<file path="src/rtl/dmairq_pkg.sv">
package dmairq_pkg;

  typedef enum logic [2:0] {
    ST_IDLE   = 3'd0,
    ST_MEM_RD = 3'd1,
    ST_MEM_WR = 3'd2,
    ST_STALL  = 3'd3,
    ST_NEXT   = 3'd4
  } chan_state_e;

  localparam logic [1:0] ADDR_CTRL = 2'd0;
  localparam logic [1:0] ADDR_BCNT = 2'd1;
  localparam logic [1:0] ADDR_STAT = 2'd2;

  localparam int CTL_W        = 5;
  localparam int CTL_EN       = 0;
  localparam int CTL_DBL      = 1;
  localparam int CTL_STALL_IE = 2;
  localparam int CTL_NFB_IE   = 3;
  localparam int CTL_DONE_IE  = 4;

  localparam int SRC_W        = 3;
  localparam int SB_STALL     = 0;
  localparam int SB_NFB       = 1;
  localparam int SB_DONE      = 2;

  localparam int NDESC        = 2;

endpackage

</file>
<file path="src/rtl/dmairq_desc.sv">
module dmairq_desc
  import dmairq_pkg::*;
#(
  parameter int CNT_W = 16
) (
  input  logic             clk,
  input  logic             rst_n,
  input  logic             load_i,
  input  logic             load_sel_i,
  input  logic [CNT_W-1:0] load_val_i,
  input  logic             dec_i,
  input  logic             kill_i,
  input  logic             act_sel_i,
  output logic [NDESC-1:0] valid_o,
  output logic             act_last_o
);

  function automatic logic [CNT_W-1:0] step_down(input logic [CNT_W-1:0] c);
    return c - CNT_W'(1);
  endfunction

  function automatic logic final_beat(input logic [CNT_W-1:0] c);
    return c == CNT_W'(1);
  endfunction

  logic [CNT_W-1:0] cnt_w [NDESC];

  for (genvar g = 0; g < NDESC; g++) begin : g_desc
    logic [CNT_W-1:0] cnt_q;
    logic             vld_q;
    logic             sel_load;
    logic             sel_act;

    assign sel_load = load_i && (load_sel_i == 1'(g));
    assign sel_act  = act_sel_i == 1'(g);

    always_ff @(posedge clk or negedge rst_n) begin
      if (!rst_n) begin
        cnt_q <= '0;
        vld_q <= 1'b0;
      end else if (sel_load) begin
        cnt_q <= load_val_i;
        vld_q <= load_val_i != '0;
      end else if (sel_act && (dec_i || kill_i)) begin
        if (dec_i) cnt_q <= step_down(cnt_q);
        if (kill_i || (dec_i && final_beat(cnt_q))) vld_q <= 1'b0;
      end
    end

    assign cnt_w[g]   = cnt_q;
    assign valid_o[g] = vld_q;
  end

  assign act_last_o = final_beat(cnt_w[act_sel_i]);

  // the beat that empties a descriptor drops its valid flag
  p_empty_drops_valid_r2: assert property (@(posedge clk) disable iff (!rst_n)
    (dec_i && act_last_o && !(load_i && load_sel_i == act_sel_i))
      |=> !valid_o[$past(act_sel_i)]);

endmodule

</file>
<file path="src/rtl/dmairq_fsm.sv">
module dmairq_fsm
  import dmairq_pkg::*;
(
  input  logic clk,
  input  logic rst_n,
  input  logic en_i,
  input  logic dbl_i,
  input  logic blocked_i,
  input  logic dreq_i,
  input  logic mem_rdy_i,
  input  logic eot_i,
  input  logic act_valid_i,
  input  logic act_last_i,
  input  logic other_valid_i,
  output logic beat_o,
  output logic switch_o,
  output logic stall_evt_o,
  output logic finish_o,
  output logic kill_o
);

  chan_state_e st_q, st_d, ret_q, ret_d;

  always_comb begin
    st_d     = st_q;
    ret_d    = ret_q;
    beat_o   = 1'b0;
    switch_o = 1'b0;
    finish_o = 1'b0;
    unique case (st_q)
      ST_IDLE: begin
        if (en_i && !blocked_i && dreq_i && act_valid_i) st_d = ST_MEM_RD;
      end
      ST_MEM_RD: begin
        if (!en_i) st_d = ST_IDLE;
        else if (!mem_rdy_i) begin
          st_d  = ST_STALL;
          ret_d = ST_MEM_RD;
        end else st_d = ST_MEM_WR;
      end
      ST_MEM_WR: begin
        if (!en_i) st_d = ST_IDLE;
        else if (!mem_rdy_i) begin
          st_d  = ST_STALL;
          ret_d = ST_MEM_WR;
        end else begin
          beat_o = 1'b1;
          st_d   = ST_IDLE;
          if (eot_i || act_last_i) begin
            if (!eot_i && dbl_i && other_valid_i) st_d = ST_NEXT;
            else finish_o = 1'b1;
          end
        end
      end
      ST_STALL: begin
        if (!en_i) st_d = ST_IDLE;
        else if (mem_rdy_i) st_d = ret_q;
      end
      ST_NEXT: begin
        switch_o = 1'b1;
        st_d     = ST_IDLE;
      end
      default: st_d = ST_IDLE;
    endcase
  end

  assign stall_evt_o = (st_q == ST_MEM_RD || st_q == ST_MEM_WR) && st_d == ST_STALL;
  assign kill_o      = beat_o && eot_i;

  always_ff @(posedge clk or negedge rst_n) begin
    if (!rst_n) begin
      st_q  <= ST_IDLE;
      ret_q <= ST_MEM_RD;
    end else begin
      st_q  <= st_d;
      ret_q <= ret_d;
    end
  end

  // the stall state is only ever entered from a memory phase
  p_stall_entry_r3: assert property (@(posedge clk) disable iff (!rst_n)
    (st_q == ST_STALL && $past(st_q) != ST_STALL)
      |-> ($past(st_q) == ST_MEM_RD || $past(st_q) == ST_MEM_WR));

  // a locked channel never leaves idle for a read phase
  p_locked_no_start_r7: assert property (@(posedge clk) disable iff (!rst_n)
    (st_q == ST_IDLE && blocked_i) |=> st_q != ST_MEM_RD);

  // buffer switching happens only in double-buffer mode
  p_switch_double_only_r10: assert property (@(posedge clk) disable iff (!rst_n)
    (st_q == ST_MEM_WR && st_d == ST_NEXT) |-> dbl_i);

endmodule

</file>
<file path="src/rtl/dmairq_irq.sv">
module dmairq_irq
  import dmairq_pkg::*;
(
  input  logic             clk,
  input  logic             rst_n,
  input  logic             stall_ie_i,
  input  logic             nfb_ie_i,
  input  logic             done_ie_i,
  input  logic             evt_stall_i,
  input  logic             evt_nfb_i,
  input  logic             evt_done_i,
  input  logic             clr_chan_i,
  input  logic             clr_bcnt_i,
  input  logic             clr_stat_i,
  output logic [SRC_W-1:0] stat_o,
  output logic             irq_o,
  output logic             blocked_o
);

  logic stall_q, nfb_q, done_q, rearm_q;

  always_ff @(posedge clk or negedge rst_n) begin
    if (!rst_n) begin
      stall_q <= 1'b0;
      nfb_q   <= 1'b0;
      done_q  <= 1'b0;
      rearm_q <= 1'b0;
    end else begin
      if (evt_stall_i && stall_ie_i)     stall_q <= 1'b1;
      else if (clr_chan_i || clr_bcnt_i) stall_q <= 1'b0;

      if (evt_nfb_i && nfb_ie_i)         nfb_q <= 1'b1;
      else if (clr_chan_i || clr_bcnt_i) nfb_q <= 1'b0;

      if (evt_done_i)      done_q <= 1'b1;
      else if (clr_stat_i) done_q <= 1'b0;

      if (evt_done_i)      rearm_q <= 1'b1;
      else if (clr_bcnt_i) rearm_q <= 1'b0;
    end
  end

  always_comb begin
    stat_o           = '0;
    stat_o[SB_STALL] = stall_q;
    stat_o[SB_NFB]   = nfb_q;
    stat_o[SB_DONE]  = done_q && done_ie_i;
  end

  assign irq_o     = |stat_o;
  assign blocked_o = done_q || rearm_q;

  // no stall is recorded while its enable is off
  p_stall_gated_r3: assert property (@(posedge clk) disable iff (!rst_n)
    (!stall_ie_i && !stall_q) |=> !stall_q);

  // disable or byte-count write removes a pending stall
  p_stall_clear_r4: assert property (@(posedge clk) disable iff (!rst_n)
    ((clr_chan_i || clr_bcnt_i) && !evt_stall_i) |=> !stall_q);

  // a completion event is always recorded
  p_done_set_r5: assert property (@(posedge clk) disable iff (!rst_n)
    evt_done_i |=> blocked_o);

  // status write removes completion
  p_done_clear_r6: assert property (@(posedge clk) disable iff (!rst_n)
    (clr_stat_i && !evt_done_i) |=> !stat_o[SB_DONE]);

  // a status write leaves next-free-buffer untouched
  p_nfb_kept_r9: assert property (@(posedge clk) disable iff (!rst_n)
    (clr_stat_i && !clr_chan_i && !clr_bcnt_i && nfb_q) |=> nfb_q);

endmodule

</file>
<file path="src/rtl/dmairq_chan.sv">
module dmairq_chan
  import dmairq_pkg::*;
#(
  parameter int DATA_W = 16,
  parameter int STAT_W = 8
) (
  input  logic              clk,
  input  logic              rst_n,
  input  logic              wr_en,
  input  logic [1:0]        wr_addr,
  input  logic [DATA_W-1:0] wr_data,
  input  logic              dreq_i,
  input  logic              eot_i,
  input  logic              mem_rdy_i,
  output logic [STAT_W-1:0] status_o,
  output logic              irq_o,
  output logic              xfer_o
);

  localparam int PAD_W = STAT_W - SRC_W;

  logic [CTL_W-1:0] ctrl_q;
  logic             act_q;
  logic [NDESC-1:0] dvalid;
  logic             act_last;
  logic             blocked;
  logic [SRC_W-1:0] stat;

  // named events between the pieces
  logic wr_ctrl, wr_bcnt, wr_stat, clr_chan;
  logic ev_beat, ev_switch, ev_stall, ev_done, ev_kill;
  logic load_sel;

  assign wr_ctrl  = wr_en && wr_addr == ADDR_CTRL;
  assign wr_bcnt  = wr_en && wr_addr == ADDR_BCNT;
  assign wr_stat  = wr_en && wr_addr == ADDR_STAT;
  assign clr_chan = wr_ctrl && !wr_data[CTL_EN];

  assign load_sel = (ctrl_q[CTL_DBL] && dvalid[act_q]) ? ~act_q : act_q;

  always_ff @(posedge clk or negedge rst_n) begin
    if (!rst_n) begin
      ctrl_q <= '0;
      act_q  <= 1'b0;
    end else begin
      if (wr_ctrl)   ctrl_q <= wr_data[CTL_W-1:0];
      if (ev_switch) act_q  <= ~act_q;
    end
  end

  dmairq_desc #(.CNT_W(DATA_W)) u_desc (
    .clk        (clk),
    .rst_n      (rst_n),
    .load_i     (wr_bcnt),
    .load_sel_i (load_sel),
    .load_val_i (wr_data),
    .dec_i      (ev_beat),
    .kill_i     (ev_kill),
    .act_sel_i  (act_q),
    .valid_o    (dvalid),
    .act_last_o (act_last)
  );

  dmairq_fsm u_fsm (
    .clk           (clk),
    .rst_n         (rst_n),
    .en_i          (ctrl_q[CTL_EN]),
    .dbl_i         (ctrl_q[CTL_DBL]),
    .blocked_i     (blocked),
    .dreq_i        (dreq_i),
    .mem_rdy_i     (mem_rdy_i),
    .eot_i         (eot_i),
    .act_valid_i   (dvalid[act_q]),
    .act_last_i    (act_last),
    .other_valid_i (dvalid[~act_q]),
    .beat_o        (ev_beat),
    .switch_o      (ev_switch),
    .stall_evt_o   (ev_stall),
    .finish_o      (ev_done),
    .kill_o        (ev_kill)
  );

  dmairq_irq u_irq (
    .clk         (clk),
    .rst_n       (rst_n),
    .stall_ie_i  (ctrl_q[CTL_STALL_IE]),
    .nfb_ie_i    (ctrl_q[CTL_NFB_IE]),
    .done_ie_i   (ctrl_q[CTL_DONE_IE]),
    .evt_stall_i (ev_stall),
    .evt_nfb_i   (ev_switch),
    .evt_done_i  (ev_done),
    .clr_chan_i  (clr_chan),
    .clr_bcnt_i  (wr_bcnt),
    .clr_stat_i  (wr_stat),
    .stat_o      (stat),
    .irq_o       (irq_o),
    .blocked_o   (blocked)
  );

  assign status_o = {{PAD_W{1'b0}}, stat};
  assign xfer_o   = ev_beat;

  // a switch to the other descriptor requires it to be valid
  p_switch_to_valid_r8: assert property (@(posedge clk) disable iff (!rst_n)
    ev_switch |-> dvalid[~act_q]);

  // reserved status bits stay at zero
  p_reserved_zero_r11: assert property (@(posedge clk) disable iff (!rst_n)
    status_o[STAT_W-1:SRC_W] == '0);

endmodule

</file>
<file path="config.mk">
export PLATFORM = sky130hd
export DESIGN_NAME = dmairq_chan
export DESIGN_NICKNAME = d
export VERILOG_FILES = /design/src/rtl/dmairq_pkg.sv /design/src/rtl/dmairq_desc.sv /design/src/rtl/dmairq_fsm.sv /design/src/rtl/dmairq_irq.sv /design/src/rtl/dmairq_chan.sv
export SDC_FILE = /design/constraint.sdc
export NUM_CORES = 1
export LEC_CHECK = 0
export ABC_AREA = 1
export BUFFER_PORTS_ARGS = -buffer_cell sky130_fd_sc_hd__buf_2
export CELL_PAD_IN_SITES_DETAIL_PLACEMENT = 1
export CELL_PAD_IN_SITES_GLOBAL_PLACEMENT = 1
export CORE_MARGIN = 5
export CORE_UTILIZATION = 35
export CTS_CLUSTER_DIAMETER = 30
export DETAILED_ROUTE_END_ITERATION = 10
export HOLD_SLACK_MARGIN = 0.05
export PLACE_DENSITY = 0.68
export SLEW_MARGIN = 20
export SYNTH_ARGS = -nofsm -noshare
export SYNTH_HDL_FRONTEND = slang
export SYNTH_SLANG_ARGS = --single-unit
</file>
<file path="constraint.sdc">
create_clock -name clk -period 1.36 [get_ports clk]
set_input_delay 0.068 -clock clk [delete_from_list [all_inputs] [get_ports clk]]
set_output_delay 0.068 -clock clk [all_outputs]
set_load 0.02 [all_outputs]
</file>
Word level (Yosys, flattened, before mapping):

Index checks and enable logic that the tools add are counted.

* bits of input ports: 24
* register bits: 50
* logic and storage cells: 136

* $lt $le $gt $ge: 3
* reductions and logical operators: 51
* muxes and demuxes: 51
* bitwise operators: 3
* add/subtract/negate cells: 2
* equality and inequality tests: 14

Operator list (number)
* two-way mux 16 bit: 9
* == test 16 x 1 -> 1 bit (second input constant): 3
* two-way mux 3 bit: 12
* subtractor 16 x 1 -> 16 bit (second input constant): 2
* two-way mux 1 bit: 28
* nonzero test 2 bit: 11
* logical AND 1 bit: 21
* nonzero test 16 bit: 1
* case mux 3 bit (4 select lines): 1
* == test 3 x 2 -> 1 bit (second input constant): 3
* inequality test 2 bit (second input constant): 4
* AND reduction 2 bit: 4
* logical OR 1 bit: 7
* case mux 3 bit (2 select lines): 1
* AND reduction 5 bit: 1
* less-than comparator 1 x 2 -> 1 bit (second input constant): 2
* == test 3 x 1 -> 1 bit (second input constant): 1
* == test 3 bit (second input constant): 1
* zero test 1 bit: 3
* zero test 3 bit: 1
* OR reduction 3 bit: 1
* == test 2 x 1 -> 1 bit (second input constant): 1
* == test 2 bit (second input constant): 1
* greater-or-equal comparator 2 bit (second input constant): 1
* other kinds (3): 4

Longest topological paths before layout:

* depth in word-level cells: 14
* depth in mapped cells: 11
* gate-level depth less buffers: 10

By module:

From an unflattened synthesis, not the netlist that was laid out.

* cell total of the unflattened synthesis: 499
* area, all modules: 3339.5 µm²

By module, submodules not included
* dmairq_desc: times used 1, area an instance 2464.9 µm², cells an instance 381
* dmairq_chan: times used 1, area an instance 350.3 µm², cells an instance 46
* dmairq_fsm: times used 1, area an instance 336.6 µm², cells an instance 49
* dmairq_irq: times used 1, area an instance 187.7 µm², cells an instance 23

Worst setup path before layout:

Ideal clock, no wire load.

* kind: reg2reg
* start point: reg u_fsm.st_q[0]
* end point: reg u_desc.g_desc[1].cnt_q[15]
* data arrival time: 1.256 ns
* clock period less this slack: 1.371 ns
* slack: -0.011 ns
* stages on the path, launching flop included: 10
* path buffers: 1
* cells stage by stage: dfrtp_1 inv_1 nand3_4 nor2_8 nand2_4 nand2_1 buf_6 o22ai_1 inv_1 nand2_1

* cells in the longest elaborated chain, start to end: 7

Ends and longest elaborated chain
* from (decl): line dmairq_fsm.sv:22 `chan_state_e st_q, st_d, ret_q, ret_d;`
* from (signal assigned): line dmairq_fsm.sv:75 `st_q <= st_d;`
* == test 3 x 2 -> 1 bit *: line dmairq_fsm.sv:30 `unique case (st_q)`
* two-way mux 1 bit *: line dmairq_fsm.sv:30
* named net xfer_o: line dmairq_chan.sv:17 `output logic xfer_o`
* logical AND 1 bit: line dmairq_fsm.sv:68 `assign kill_o = beat_o && eot_i;`
* logical OR 1 bit: line dmairq_desc.sv:44 `end else if (sel_act && (dec_i || kill_i)) begin`
* logical AND 1 bit: line dmairq_desc.sv:44
* nonzero test 2 bit (no source line)
* AND reduction 2 bit (no source line) *
* to (signal assigned): line dmairq_desc.sv:42 `cnt_q <= load_val_i;`
* to (signal assigned): line dmairq_desc.sv:45 `if (dec_i) cnt_q <= step_down(cnt_q);`
* to (decl): line dmairq_desc.sv:29 `logic [CNT_W-1:0] cnt_q;`

Mark *: on every way through the listed nets, which the timed path passes. The rest lies on a longest branch.
A chain may end at the register's enable or synchronous reset.

Final worst setup path:

* start point: reg u_desc.g_desc[1].cnt_q[3]
* end point: reg u_desc.g_desc[1].cnt_q[8]

* cells in the longest elaborated chain, start to end: 4

Ends and longest elaborated chain
* subtractor 16 x 1 -> 16 bit: line dmairq_desc.sv:19 `return c - CNT_W'(1);`
* two-way mux 16 bit: line dmairq_desc.sv:45
* two-way mux 16 bit: line dmairq_desc.sv:44
* two-way mux 16 bit: line dmairq_desc.sv:41 `end else if (sel_load) begin`

Every way passes these cells. The select of a mux whose other input is x is not followed.

==> metrics.txt <==
status=finished with violations; violated checks=setup timing; Clock Sinks=just under 50; GRT Total Usage=20.9%; largest net degree at the start of global routing=50; Initial Utilization=a little over a third; Post-synth ARST share=100%; Pwr Density=between 1500 and 2000 mW/mm^2; vias per inst=5.02; VDD IR max=roughly 0.82 mV; Min-Delay Path Depth=3; unrepaired setup endpoints after global routing=true; First DRT Iteration DRCs=roughly 110; vias in the first global route=~3900; Clock Power Share=between 10% and 20%; CP Class=reg2reg; worst clock skew=between 0.015 and 0.02 ns; required time of the worst setup path=about 1.6 ns; Ys Warns=0; RR Startpoint=u_desc.g_desc[1].cnt_q[3]$_DFFE_PN0P_; final hold slack=roughly 0.042 ns; Final ANT Viol Nets=0; initial antenna violation count=0; CP arrival=approximately 1.7 ns; Die X=between 100 and 150 um; Ports=34; dpl cell area=about 0.0041 sq mm; hold path startpoint=wr_data[0]; sw power=between 3 and 4 mW; DP Wirelength=around 8400 um; Clock Path Buffers=2; CTS clock-pin slew for the worst setup and hold paths=approximately 0.1 ns; ratio of cells with drive above 1 in the final layout=between 40% and 50%; row count=35; sequential power share=29.9%; die area=0.0115 sq mm; Final Cycle Share=106%; final instance area=slightly above 0.005 sq mm; Post-Syn Area=about 0.0033 sq mm; Seq/Total Area, Yosys=37.2%; DR pass1 iterations=4; post-route worst setup slack=-0.0798 ns; Slew Viols, Final=0; sw frac=approximately two fifths; gpl congestion=0.805; CP max stage cell=dfrtp_2; final wirelength=between 10000 and 15000 um; Max Fclk=0.695 GHz; synth cell count leaders=151 x nand2_1, 57 x inv_1, 52 x nor2_1; Register-to-Register Path Depth=8; Leak=~2.5 nW; logic gate share of total power=between 50% and 60%; #FFs+latches synth=between 40 and 50; nets=about 640; CTS tree=yes; Main synth FF type=dfrtp_1; r2r endpoint=u_desc.g_desc[1].cnt_q[8]$_DFFE_PN0P_; total global routing overflow=0; Synth Instances=between 400 and 500; most frequent cell after synthesis=nand2_1; clk_lat worst skew=about 0.31 ns; mean post-synth cell area=approximately 7.1 sq um; Int Pwr=roughly 4.7 mW; hold endpoint=u_desc.g_desc[1].cnt_q[0]$_DFFE_PN0P_; clock root buffer=clkbuf_8; Synth area leader=dfrtp_1; CP max stage delay=between 0.4 and 0.5 ns; first-pass GRT wire length=roughly 19000 um; vias after detailed routing=3627; CP Launch Point=u_desc.g_desc[1].cnt_q[3]$_DFFE_PN0P_; Worst setup SP type=flip-flop; Core Util, Final=a little under three fifths; Cell Chain, Critical Path=nor2_4 -> buf_6 -> nand2_4 -> buf_6 -> nor2_4 -> xor2_1 -> nand2_1 -> o211ai_1; core area=~0.0092 sq mm; pre-CTS setup slack=-0.158 ns; H-tree Lvls=2; r2r setup slk=-0.08 ns; maxcap violations=0; Final Critical Period=~1.4 ns; overall die height=107 um; ranking of synthesized cells by area=dfrtp_1 36%, nand2_1 17%, nand3_1 6.8%, inv_1 6.5%, nor2_1 5.9%; I/O Buffers=28; crit end category=flip-flop; Min-Delay Path Class=in2reg; Remaining DRCs=0; Area Growth Syn to Fin=53.8%; setup violators final=30; final total power=7.86 mW; Post-synth EDFFs=0; total inserted antenna cells=0; Hold Violations, Final=0; Yosys top cell area share=a little over a third; CP max FO=4; CTS Buf Count=5; wire per inst=around 17 um; Yosys cell types=35
## per-stage QoR
step	TNS [ns]	std cells
3_3_place_gp	-0.620	670
2_1_floorplan	0	469
3_5_place_dp	-2.08	670
6_report	-1.01	723
5_1_grt	-3.63	723
4_1_cts	-0.328	709
## sequential cells by signal (all words and copies together) (netlist names)
| register | cells |
|---|---|
| u_fsm.st_q | 3 |
| u_fsm.ret_q | 2 |
| u_desc.g_desc.cnt_q | 32 |
| act_q | 1 |
| u_desc.g_desc.vld_q | 2 |
| u_irq.nfb_q | 1 |
| u_irq.stall_q | 1 |
| u_irq.rearm_q | 1 |
| u_irq.done_q | 1 |
| ctrl_q | 5 |
## routing by layer
layer / up-vias / global-route usage (%) / part of all wire [%]
li1: 1765 / - / -
met1: 1792 / 24.9 / 41
met2: 46 / 39.1 / 55
met3: 24 / 2.41 / 1.7
met4: 0 / 6.12 / 1.8
met5: - / 0 / 0
## critical path: cells and delay by family, from the launching register on
kind | cells | cell delay, ns
flops | 1 | 0.48
simple gates | 4 | 0.35
buf+inv | 2 | 0.24
xor+xnor | 1 | 0.17
compound gates | 1 | 0.09
## cells in the final DEF (no fill, tap or decap), types with 6 or more instances in the layout
cell           Yosys  layout
nand2_1          151     120
buf_4              9      84
dfrtp_1           48      45
inv_1             57      44
nand3_1           45      36
nor2_1            52      31
buf_2              0      28
nand2_2            2      23
buf_6              2      19
nor2_4             4      17
o211ai_1          16      16
inv_2              3      15
dlygate4sd3_1      0      12
o21ai_0           17      11
nand2_4            5      11
nand3_2            2      10
nor2_2             2      10
xor2_1            11       9
nand4_1            7       7
clkbuf_8           0       6
## how the worst max path moves through the flow
| stage | endpoint | depth (start not counted) | slack [ns] |
|---|---|---|---|
| detailed placement | u_desc.g_desc[0].cnt_q[10]$_DFFE_PN0P_ | 8 | -0.16 |
| finish | u_desc.g_desc[1].cnt_q[8]$_DFFE_PN0P_ | 8 | -0.08 |
| global route | u_desc.g_desc[0].cnt_q[5]$_DFFE_PN0P_ | 7 | -0.17 |
| floorplan | u_desc.g_desc[1].cnt_q[10]$_DFFE_PN0P_ | 9 | 0.003 |
| global placement | u_desc.g_desc[1].cnt_q[10]$_DFFE_PN0P_ | 9 | -0.09 |
| CTS | xfer_o | 5 | -0.04 |
## layout make-up
type | count | area (sq um)
Clock buffer | 7 | 86.3
Fill cell | 1160 | 4120
Multi-Input combinational cell | 345 | 2130
Tap cell | 111 | 139
Timing Repair Buffer | 148 | 1200
Clock inverter | 1 | 30.0
Inverter | 62 | 250
Sequential cell | 49 | 1230
## power by group through the flow
stage	Clock (mW)	Combinational, mW	Sequential (mW)
6_report	1.13	4.38	2.35
5_1_grt	1.23	4.78	2.42
4_1_cts	1.16	3.60	2.29
3_5_place_dp	0	3.06	2.28
3_3_place_gp	0	2.94	2.26
2_1_floorplan	0	1.64	2.24
## cells by family (layout without fill, tap and decap cells)
| kind of cell | after synthesis | in the layout | synth area share [%] |
|---|---|---|---|
| compound gates | 40 | 40 | 7.85 |
| fa+ha+maj | 4 | 4 | 1.52 |
| simple gates | 283 | 283 | 39.4 |
| xor+xnor | 13 | 13 | 3.45 |
| other cells | 1 | 5 | 0.114 |
| flops | 49 | 49 | 37.2 |
| buf+inv | 75 | 218 | 10.5 |
## what timing repair did
action                                 CTS  global route
setup buffers                           18            15
hold buffers                            12             0
gates cloned                             1             0
gates resized for setup                 54            91
endpoints found under the hold margin   61             0
pin swaps                               17            36
setup endpoints to repair               36            40
(Power assumes the default switching activity.)
